<file path="src/rtl/boot_shadow_pkg.sv">
package boot_shadow_pkg;
    typedef enum logic [1:0] {
        ST_BOOT       = 2'd0,
        ST_FLASH_WAIT = 2'd1,
        ST_RUN        = 2'd2
    } shadow_state_t;
endpackage

</file>
<file path="src/rtl/bs_window_dec.sv">
module bs_window_dec #(
    parameter logic [31:0] BASE  = 32'h0,
    parameter logic [31:0] BYTES = 32'h1_0000
) (
    input  logic [31:0] addr,
    output logic        hit
);
    localparam logic [32:0] LIMIT = {1'b0, BASE} + {1'b0, BYTES};

    always_comb begin
        hit = ({1'b0, addr} >= {1'b0, BASE}) && ({1'b0, addr} < LIMIT);
    end
endmodule

</file>
<file path="src/rtl/bs_wait_timer.sv">
module bs_wait_timer #(
    parameter int CW = 3
) (
    input  logic          clk,
    input  logic          rst_n,
    input  logic          load,
    input  logic [CW-1:0] load_val,
    output logic          cnt_zero
);
    logic [CW-1:0] cnt;

    always_ff @(posedge clk or negedge rst_n) begin
        if (!rst_n) begin
            cnt <= '0;
        end else if (load) begin
            cnt <= load_val;
        end else if (cnt != '0) begin
            cnt <= cnt - 1'b1;
        end
    end

    always_comb begin
        cnt_zero = (cnt == '0);
    end
endmodule

</file>
<file path="src/rtl/boot_shadow_ctrl.sv">
module boot_shadow_ctrl
    import boot_shadow_pkg::*;
#(
    parameter logic [31:0] WIN0_BASE  = 32'h0000_0000,
    parameter logic [31:0] WIN0_BYTES = 32'h0002_0000,
    parameter logic [31:0] WIN1_BASE  = 32'h0030_0000,
    parameter logic [31:0] WIN1_BYTES = 32'h0001_0000,
    parameter logic [31:0] RAM_LIMIT  = 32'h0080_0000,
    parameter logic [31:0] TRIG_ADDR  = 32'h00FF_0000,
    parameter int          WS_WIDE    = 3,
    parameter int          WS_NARROW  = 5
) (
    input  logic        clk,
    input  logic        rst_n,
    input  logic [31:0] bus_addr,
    input  logic        bus_req,
    input  logic        bus_write,
    input  logic        strap_narrow,
    output logic        flash_sel,
    output logic        ram_sel,
    output logic        ram_we,
    output logic        wait_req,
    output logic        bus_err
);
    localparam int NWIN   = 2;
    localparam int WS_MAX = (WS_WIDE > WS_NARROW) ? WS_WIDE : WS_NARROW;
    localparam int CW     = $clog2(WS_MAX + 1);

    shadow_state_t state, state_nx;
    logic [NWIN-1:0] win_hit;
    logic            any_win, ram_hit, trig_hit;
    logic            flash_rd, tmr_load, cnt_zero;
    logic [CW-1:0]   ws_sel, tmr_val;

    for (genvar g = 0; g < NWIN; g++) begin : g_win
        bs_window_dec #(
            .BASE  ((g == 0) ? WIN0_BASE  : WIN1_BASE),
            .BYTES ((g == 0) ? WIN0_BYTES : WIN1_BYTES)
        ) u_dec (
            .addr (bus_addr),
            .hit  (win_hit[g])
        );
    end

    always_comb begin
        any_win  = |win_hit;
        ram_hit  = bus_addr < RAM_LIMIT;
        trig_hit = bus_addr == TRIG_ADDR;
        ws_sel   = strap_narrow ? CW'(WS_NARROW) : CW'(WS_WIDE);
        tmr_val  = ws_sel - 1'b1;
        flash_rd = bus_req && any_win && !bus_write;
        tmr_load = (state == ST_BOOT) && flash_rd;
    end

    bs_wait_timer #(.CW(CW)) u_tmr (
        .clk      (clk),
        .rst_n    (rst_n),
        .load     (tmr_load),
        .load_val (tmr_val),
        .cnt_zero (cnt_zero)
    );

    // state register
    always_ff @(posedge clk or negedge rst_n) begin
        if (!rst_n) state <= ST_BOOT;
        else        state <= state_nx;
    end

    // next state
    always_comb begin
        state_nx = state;
        unique case (state)
            ST_BOOT: begin
                if (flash_rd)                  state_nx = ST_FLASH_WAIT;
                else if (bus_req && trig_hit)  state_nx = ST_RUN;
            end
            ST_FLASH_WAIT: begin
                if (cnt_zero) state_nx = ST_BOOT;
            end
            ST_RUN: state_nx = ST_RUN;
            default: state_nx = ST_BOOT;
        endcase
    end

    // outputs
    always_comb begin
        flash_sel = 1'b0;
        ram_sel   = 1'b0;
        ram_we    = 1'b0;
        wait_req  = 1'b0;
        bus_err   = 1'b0;
        unique case (state)
            ST_BOOT: begin
                if (bus_req) begin
                    if (any_win) begin
                        if (bus_write) begin
                            ram_sel = 1'b1;
                            ram_we  = 1'b1;
                        end else begin
                            flash_sel = 1'b1;
                            wait_req  = 1'b1;
                        end
                    end else if (ram_hit) begin
                        ram_sel = 1'b1;
                        ram_we  = bus_write;
                    end
                end
            end
            ST_FLASH_WAIT: begin
                flash_sel = 1'b1;
                wait_req  = !cnt_zero;
            end
            ST_RUN: begin
                if (bus_req) begin
                    if (any_win) begin
                        if (bus_write) bus_err = 1'b1;
                        else           ram_sel = 1'b1;
                    end else if (ram_hit) begin
                        ram_sel = 1'b1;
                        ram_we  = bus_write;
                    end
                end
            end
            default: ;
        endcase
    end

    // checker state: length of the current wait run
    logic [CW:0] wait_len;
    always_ff @(posedge clk or negedge rst_n) begin
        if (!rst_n)        wait_len <= '0;
        else if (wait_req) wait_len <= wait_len + 1'b1;
        else               wait_len <= '0;
    end

    AST_SEL_EXCLUSIVE: assert property (@(posedge clk) disable iff (!rst_n)
        !(flash_sel && ram_sel));
    AST_RUN_STICKY: assert property (@(posedge clk) disable iff (!rst_n)
        state == ST_RUN |=> state == ST_RUN);
    AST_NO_FLASH_AFTER_UNMAP: assert property (@(posedge clk) disable iff (!rst_n)
        state == ST_RUN |-> !flash_sel && !wait_req);
    AST_PROT_WRITE_BLOCKED: assert property (@(posedge clk) disable iff (!rst_n)
        (bus_err |-> !ram_we && !ram_sel && bus_write));
    AST_WAIT_BOUNDED: assert property (@(posedge clk) disable iff (!rst_n)
        wait_req |-> wait_len < (CW+1)'(WS_MAX));
    AST_WAIT_WITH_FLASH: assert property (@(posedge clk) disable iff (!rst_n)
        wait_req |-> flash_sel);
endmodule

</file>
<file path="config.mk">
export PLATFORM = sky130hd
export DESIGN_NAME = boot_shadow_ctrl
export DESIGN_NICKNAME = d
export VERILOG_FILES = /design/src/rtl/boot_shadow_pkg.sv /design/src/rtl/bs_window_dec.sv /design/src/rtl/bs_wait_timer.sv /design/src/rtl/boot_shadow_ctrl.sv
export SDC_FILE = /design/constraint.sdc
export NUM_CORES = 1
export LEC_CHECK = 0
export CAP_MARGIN = 15
export CORE_UTILIZATION = 36
export CTS_BUF_LIST = sky130_fd_sc_hd__clkbuf_4 sky130_fd_sc_hd__clkbuf_8 sky130_fd_sc_hd__clkbuf_16
export CTS_CLUSTER_SIZE = 8
export DETAILED_ROUTE_END_ITERATION = 12
export PLACE_DENSITY = 0.92
export SYNTH_ARGS = -nofsm -noshare
export SYNTH_HDL_FRONTEND = slang
export SYNTH_HIERARCHICAL = 1
export SYNTH_SLANG_ARGS = --single-unit
</file>
<file path="constraint.sdc">
create_clock -name clk -period 2.86 [get_ports clk]
set_input_delay 0.572 -clock clk [delete_from_list [all_inputs] [get_ports clk]]
set_output_delay 0.572 -clock clk [all_outputs]
set_load 0.03 [all_outputs]
</file>
==> results of run 1 <==
==> critical path: cells and delay by family <==
family / cells / cell delay (ns)
simple gates: 4 / 1.09
buf+inv: 2 / 0.64
compound gates: 1 / 0.16
==> cell usage in the layout, fill, tap and decap left out, drive strengths merged, types with 2 or more instances in the layout <==
cell and count:
dlygate4sd2 9, a31oi 2, nand2b 6, nand2 2, and4b 2, ha 2
and4 2, nor2b 3, nor3 4, inv 8, clkdlybuf4s50 23, nor4b 4
dfrtp 5, nor4 10, dlymetal6s2s 4, a21oi 3, buf 12, clkbuf 4
==> per-stage QoR <==
stage	hold slack [ns]	power, mW	worst slack [ns]	TNS [ns]
floorplan	0.276	0.198	0.283	0
global placement	0.550	0.277	-0.0678	-0.0678
detailed placement	0.542	0.297	-0.0873	-0.0873
CTS	0.545	0.389	0.0153	0
global route	0.555	0.420	-0.198	-0.648
finish	0.544	0.389	-0.166	-0.286
==> registers in the layout, indices dropped and copies added (netlist names) <==
register / count
state: 2
u_tmr/cnt: 3
==> area by class of cell <==
cell class | count | area [µm²]
sequential | 5 | 125
fill | 89 | 278
clock buffer | 4 | 30.0
timing repair buffer | 48 | 449
inverter | 8 | 30.0
tap | 15 | 18.8
multi-input combinational | 55 | 452
==> metal layers <==
metal,up-vias,wire length (µm),GRT usage (%)
met2,47,1170,46.3
met3,10,104,1.74
met4,0,78,12.9
li1,372,-,-
met5,-,0,0
met1,376,761,24.3
==> cells in the mapped netlist <==
cell,number,share of area [%]
inv_1,8,5.3
nor4_1,8,8.8
dfrtp_1,5,22
nand2b_1,5,5.5
nor3_1,4,3.5
nor4b_1,4,6.2
a21oi_1,3,2.6
nor2b_1,3,3.3
a31oi_1,2,2.2
and4_1,2,3.1
and4b_1,2,3.5
ha_1,2,4.4
nand2_1,2,1.3
a211oi_1,1,1.3
a221oi_1,1,1.5
a311oi_1,1,1.5
conb_1,1,0.66
mux2i_1,1,1.8
nand2b_4,1,2.4
nand4b_1,1,1.5
nor2_1,1,0.66
nor4_2,1,2.2
nor4_4,1,3.8
nor4bb_1,1,1.8
o2111ai_1,1,1.5
o21ai_0,1,0.88
o31ai_1,1,1.3
or2_1,1,1.1
or2b_1,1,1.3
or3_1,1,1.1
or3b_1,1,1.5
==> logic make-up after synthesis <==
kind of cell	count (synthesis)
simple gates	40
fa+ha+maj	2
other cells	1
mux	1
compound gates	11
flops	5
buf+inv	8
==> power by group <==
part           leakage [nW]  internal (mW)  switching, mW  total, mW
combinational         0.407          0.104         0.0830      0.187
clock                0.0184         0.0621         0.0280     0.0902
sequential           0.0634         0.0944         0.0175      0.112
total                 0.489          0.261          0.129      0.389
==> repair_timing <==
item | in CTS | in global routing
pin swaps | 8 | 4
gates resized for setup | 14 | 5
hold buffers | 0 | 0
setup buffers | 0 | 0
setup endpoints to repair | 1 | 3
gates cloned | 0 | 0
==> worst max-delay path by stage <==
stage                    end         start  cells past startpoint  slack (ns)
finish              wait_req  bus_addr[28]                      7       -0.17
detailed placement  wait_req  bus_addr[23]                      7       -0.09
global placement    wait_req  bus_addr[23]                      7       -0.07
CTS                 wait_req  bus_addr[19]                      7        0.02
floorplan            ram_sel  bus_addr[17]                      5        0.28
global route        wait_req  bus_addr[28]                      7       -0.20
==> results.txt, run 1 <==
Ys Warns: 6
Clock Sinks: 5
simple-gate share of the synthesized area: 52.8%
critical path type: input pin to primary output
Row Count: 13
Cells after Synth: 68
filler-free cell count of the finished design: 135
Seq/Total Area, Yosys: 22.1%
vias per std cell: 5.96
vias in the first global route: 846
Total Wirelength: 2110 µm
antenna-violating nets left: 0
failing checks: setup timing
worst min path class: input pin to async pin
r2r worst-path depth: 4
Initial DRT Pass Iterations: 4
number of CTS-inserted buffers: 3
Pwr Density: 353 nW/µm²
WP data required: 2.29 ns
Initial Util: 41.0%
Final Cell Area: 1100 µm²
Final Util: 79.9%
final setup margin: -0.166 ns
Slew Limit Fails: 0
CP peak stage delay: 0.46 ns
FF-to-FF End: u_tmr/cnt[2]
DP HPWL: 1620 µm
Final min period: 3.03 ns
clock latency on the worst-skew pair: 0.24 ns
CTS tree: yes
fmax: 0.330 GHz
Worst VDD drop: 0.241 mV
post-synthesis xor/xnor area fraction: 0%
post-synthesis mux area share: 1.77%
worst endpoint data arrival time: 2.45 ns
LEAKAGE: 0.489 nW
adder-cell area share of the yosys netlist: 4.42%
CTS H-tree lvls: 1
area growth from synthesis to layout: 94.9%
placer congestion estimate: 0.763
skew final: 0.00185 ns
gr usage total: 23.7%
largest family of logic cells by synthesized area: simple AND/OR/NAND/NOR gates
Placed Cells: 131
cell area after synthesis: 567 µm²
Crit. End Element: primary output
global-route wire length before repair: 3310 µm
PortBufs: 41
largest net degree at the start of global routing: 8
CP max FO: 3
CP Cell Sequence: clkdlybuf4s50_1 > nor4_1 > and4_1 > nor2_1 > or3_1 > a21oi_1 > buf_4
share of layout cells above drive strength 1: 20.0%
nets: 160
Core Region: 1380 µm²
Longest Clk Path Bufs: 2
CP startpoint kind: input pin
IO Count: 42
Avg Cell Area, Syn: 8.34 µm²
Vias: 805
antenna violations before repair: 0
final setup violation count: 4
complex-gate fraction of the synthesized area: 13.0%
area of the die: 1740 µm²
status: complete, but fails checks
Yosys cell types: 31
Slowest-stage cell, CP: clkdlybuf4s50_1
CTS root buffer: clkbuf_4
DIE WIDTH: 41.7 µm
initial DRC count: 16
DIE HEIGHT: 41.7 µm
WL/cell: 15.6 µm
worst r2r src: u_tmr/cnt[0]
synthesis-stage register bit count: 5
Reg2Reg Setup Slack: 1.51 ns
maxcap violations: 0
clock-pin slew on the worst setup and hold paths: 0.04 ns
final period utilization: 106%
Placed Area: 1040 µm²
Fin. Hold Viols: 0
Residual DRC: 0
n_diodes: 0
grt ovf: 0
Synth Net Count: 107
Power figures use the tool's default switching activity.
==> inputs of run 2 (changes only) <==
--- a/config.mk
+++ b/config.mk
@@ -11,6 +11,7 @@
 export CTS_CLUSTER_SIZE = 8
 export DETAILED_ROUTE_END_ITERATION = 12
 export PLACE_DENSITY = 0.92
+export SKIP_CTS_REPAIR_TIMING = 1
 export SYNTH_ARGS = -nofsm -noshare
 export SYNTH_HDL_FRONTEND = slang
 export SYNTH_HIERARCHICAL = 1
==> run 2 against run 1 <==
The flow still finishes with violations (setup timing). Cell area grew 3.1%. Critical path depth is the same. Critical endpoint unchanged. Via count grew 4.3%. Worst hold slack gained 0.0018 ns. Die area is the same. Sequential cell count is the same. First-iteration DRC count grew 110%. Critical path type unchanged. Cell count is the same. Maximum frequency grew 3.8%. Sequential power is essentially flat. Routed wire length grew 9.4%. Largest cell class is now buffers.
==> results.txt, run 2 (synthesized netlist as in run 1, its figures left out) <==
Crit. End Element: primary output
GR Util met1: 21.9% (-2.4 points)
IO Count: 42 (unchanged)
area growth from synthesis to layout: 101%
n_diodes: 0 (unchanged)
Slew Limit Fails: 0 (unchanged)
Fin Setup TNS: -0.0544 ns (+0.232 ns)
Clock Sinks: 5 (unchanged)
DIE WIDTH: 41.7 µm (unchanged)
status: complete, but fails checks
most frequent cells in the layout: clkdlybuf4s50_1 (23), dlymetal6s2s_1 (13), buf_4 (12)
worst min path class: input pin to async pin
Largest register FFs: 3 (unchanged)
Core Region: 1380 µm² (unchanged)
Top Registers: u_tmr/cnt (3), state (2)
Final Util: 82.4% (+2.4 points)
clock-pin slew on the worst setup and hold paths: 0.04 ns (about the same)
Worst VDD drop: 0.242 mV (+0.34%)
CTS tree: yes
DIE HEIGHT: 41.7 µm (unchanged)
number of CTS-inserted buffers: 3 (unchanged)
Total Wirelength: 2310 µm (+9.4%)
DP HPWL: 1620 µm (unchanged)
initial DRC count: 33 (+17)
Vias: 840 (+4.3%)
maxcap violations: 0 (unchanged)
placer congestion estimate: 0.763 (unchanged)
Final Cell Area: 1140 µm² (+3.1%)
GRT met3 Usage: 2.17% (+0.43 points)
area of the die: 1740 µm² (unchanged)
PortBufs: 41 (unchanged)
failing checks: setup timing
most flop-heavy register: u_tmr/cnt
critical path type: input pin to primary output
M2 GR Usage: 44.7% (-1.6 points)
Fin. Hold Viols: 0 (unchanged)
Residual DRC: 0 (unchanged)
commonest non-fill, non-tap cell in the layout: clkdlybuf4s50_1
fmax: 0.343 GHz (+3.8%)
vias in the first global route: 857 (+1.3%)
antenna violations before repair: 0 (unchanged)
nets: 160 (unchanged)
CTS root buffer: clkbuf_4
Row Count: 13 (unchanged)
final period utilization: 102% (-3.9 points)
global-route wire length before repair: 3190 µm (-3.6%)
Longest Clk Path Bufs: 2 (unchanged)
vias per std cell: 6.22 (+4.3%)
WP data required: 2.29 ns (about the same)
share of layout cells above drive strength 1: 20.0% (unchanged)
worst endpoint data arrival time: 2.34 ns (-0.11 ns)
WL/cell: 17.1 µm (+9.4%)
Final min period: 2.91 ns (-0.111 ns)
antenna-violating nets left: 0 (unchanged)
CTS H-tree lvls: 1 (unchanged)
CP startpoint kind: input pin
Initial DRT Pass Iterations: 4 (unchanged)
LEAKAGE: 0.559 nW (+14%)
grt ovf: 0 (unchanged)
Pwr Density: 347 nW/µm² (-1.6%)
Initial Util: 41.0% (unchanged)
largest net degree at the start of global routing: 8 (unchanged)
DP Worst Slack: -0.0873 ns (unchanged)
final setup violation count: 1 (-3)
final setup margin: -0.0544 ns (+0.111 ns)
clock latency on the worst-skew pair: 0.24 ns (about the same)
Overall Power: 395 µW (+1.4%)
grt peak-use layer: met2
skew final: 0.00250 ns (+0.000652 ns)
CP max FO: 2 (-1)
Placed Area: 1040 µm² (unchanged)
gr usage total: 22.9% (-0.81 points)
-- run 2: layer usage --
metal / vias up / share of wire (%)
met5: - / 0
met4: 0 / 3.1
met3: 12 / 6.5
met2: 66 / 56
met1: 392 / 35
li1: 370 / -
-- run 2: layout make-up --
| cell class | count | area [µm²] |
|---|---|---|
| Fill cell | 72 | 244 |
| Multi-Input combinational cell | 55 | 452 |
| Inverter | 8 | 30.0 |
| Sequential cell | 5 | 125 |
| Clock buffer | 4 | 30.0 |
| Tap cell | 15 | 18.8 |
| Timing Repair Buffer | 48 | 483 |
-- run 2: worst max-delay path: stages --
cell	delay [ns]
clkdlybuf4s50_1	0.47
nor4b_2	0.28
and4_1	0.24
nor2_1	0.08
or3_1	0.37
a21oi_1	0.16
buf_4	0.17
-- run 2: path summary, 6_finish.rpt --
| kind | from | endpoint | slack (ns) | cells past startpoint |
|---|---|---|---|---|
| setup / recovery | bus_addr[16] | wait_req | -0.05 | 7 |
| hold / removal | rst_n | state[1] | 0.55 | 1 |
| setup reg to reg | u_tmr/cnt[0] | u_tmr/cnt[2] | 1.51 | 4 |
| hold reg to reg | state[1] | state[0] | 0.56 | 1 |
| max in group asynchronous | rst_n | u_tmr/cnt[1] | 2.13 | 1 |
| min in group clk | state[1] | state[0] | 0.56 | 1 |
-- run 2: metrics by stage --
stage                     std cells  hold slack (ns)
after global placement          131            0.550
after floorplan                  68            0.276
after CTS                       135            0.545
after detailed placement        131            0.542
after global routing            135            0.555
final                           135            0.546
-- run 2: report_power, final --
| part | total (mW) | internal (mW) | switching [mW] |
|---|---|---|---|
| logic | 0.193 | 0.108 | 0.0857 |
| clock network | 0.0901 | 0.0621 | 0.0280 |
| registers | 0.112 | 0.0944 | 0.0173 |
| total | 0.395 | 0.264 | 0.131 |
==> inputs of run 3 (changes only) <==
--- a/config.mk
+++ b/config.mk
@@ -5,7 +5,7 @@
 export SDC_FILE = /design/constraint.sdc
 export NUM_CORES = 1
 export LEC_CHECK = 0
-export CAP_MARGIN = 15
+export CAP_MARGIN = 10
 export CORE_UTILIZATION = 36
 export CTS_BUF_LIST = sky130_fd_sc_hd__clkbuf_4 sky130_fd_sc_hd__clkbuf_8 sky130_fd_sc_hd__clkbuf_16
 export CTS_CLUSTER_SIZE = 8
==> results of run 3 <==
No change in the layout: final DEF, timing and power equal those of run 2.
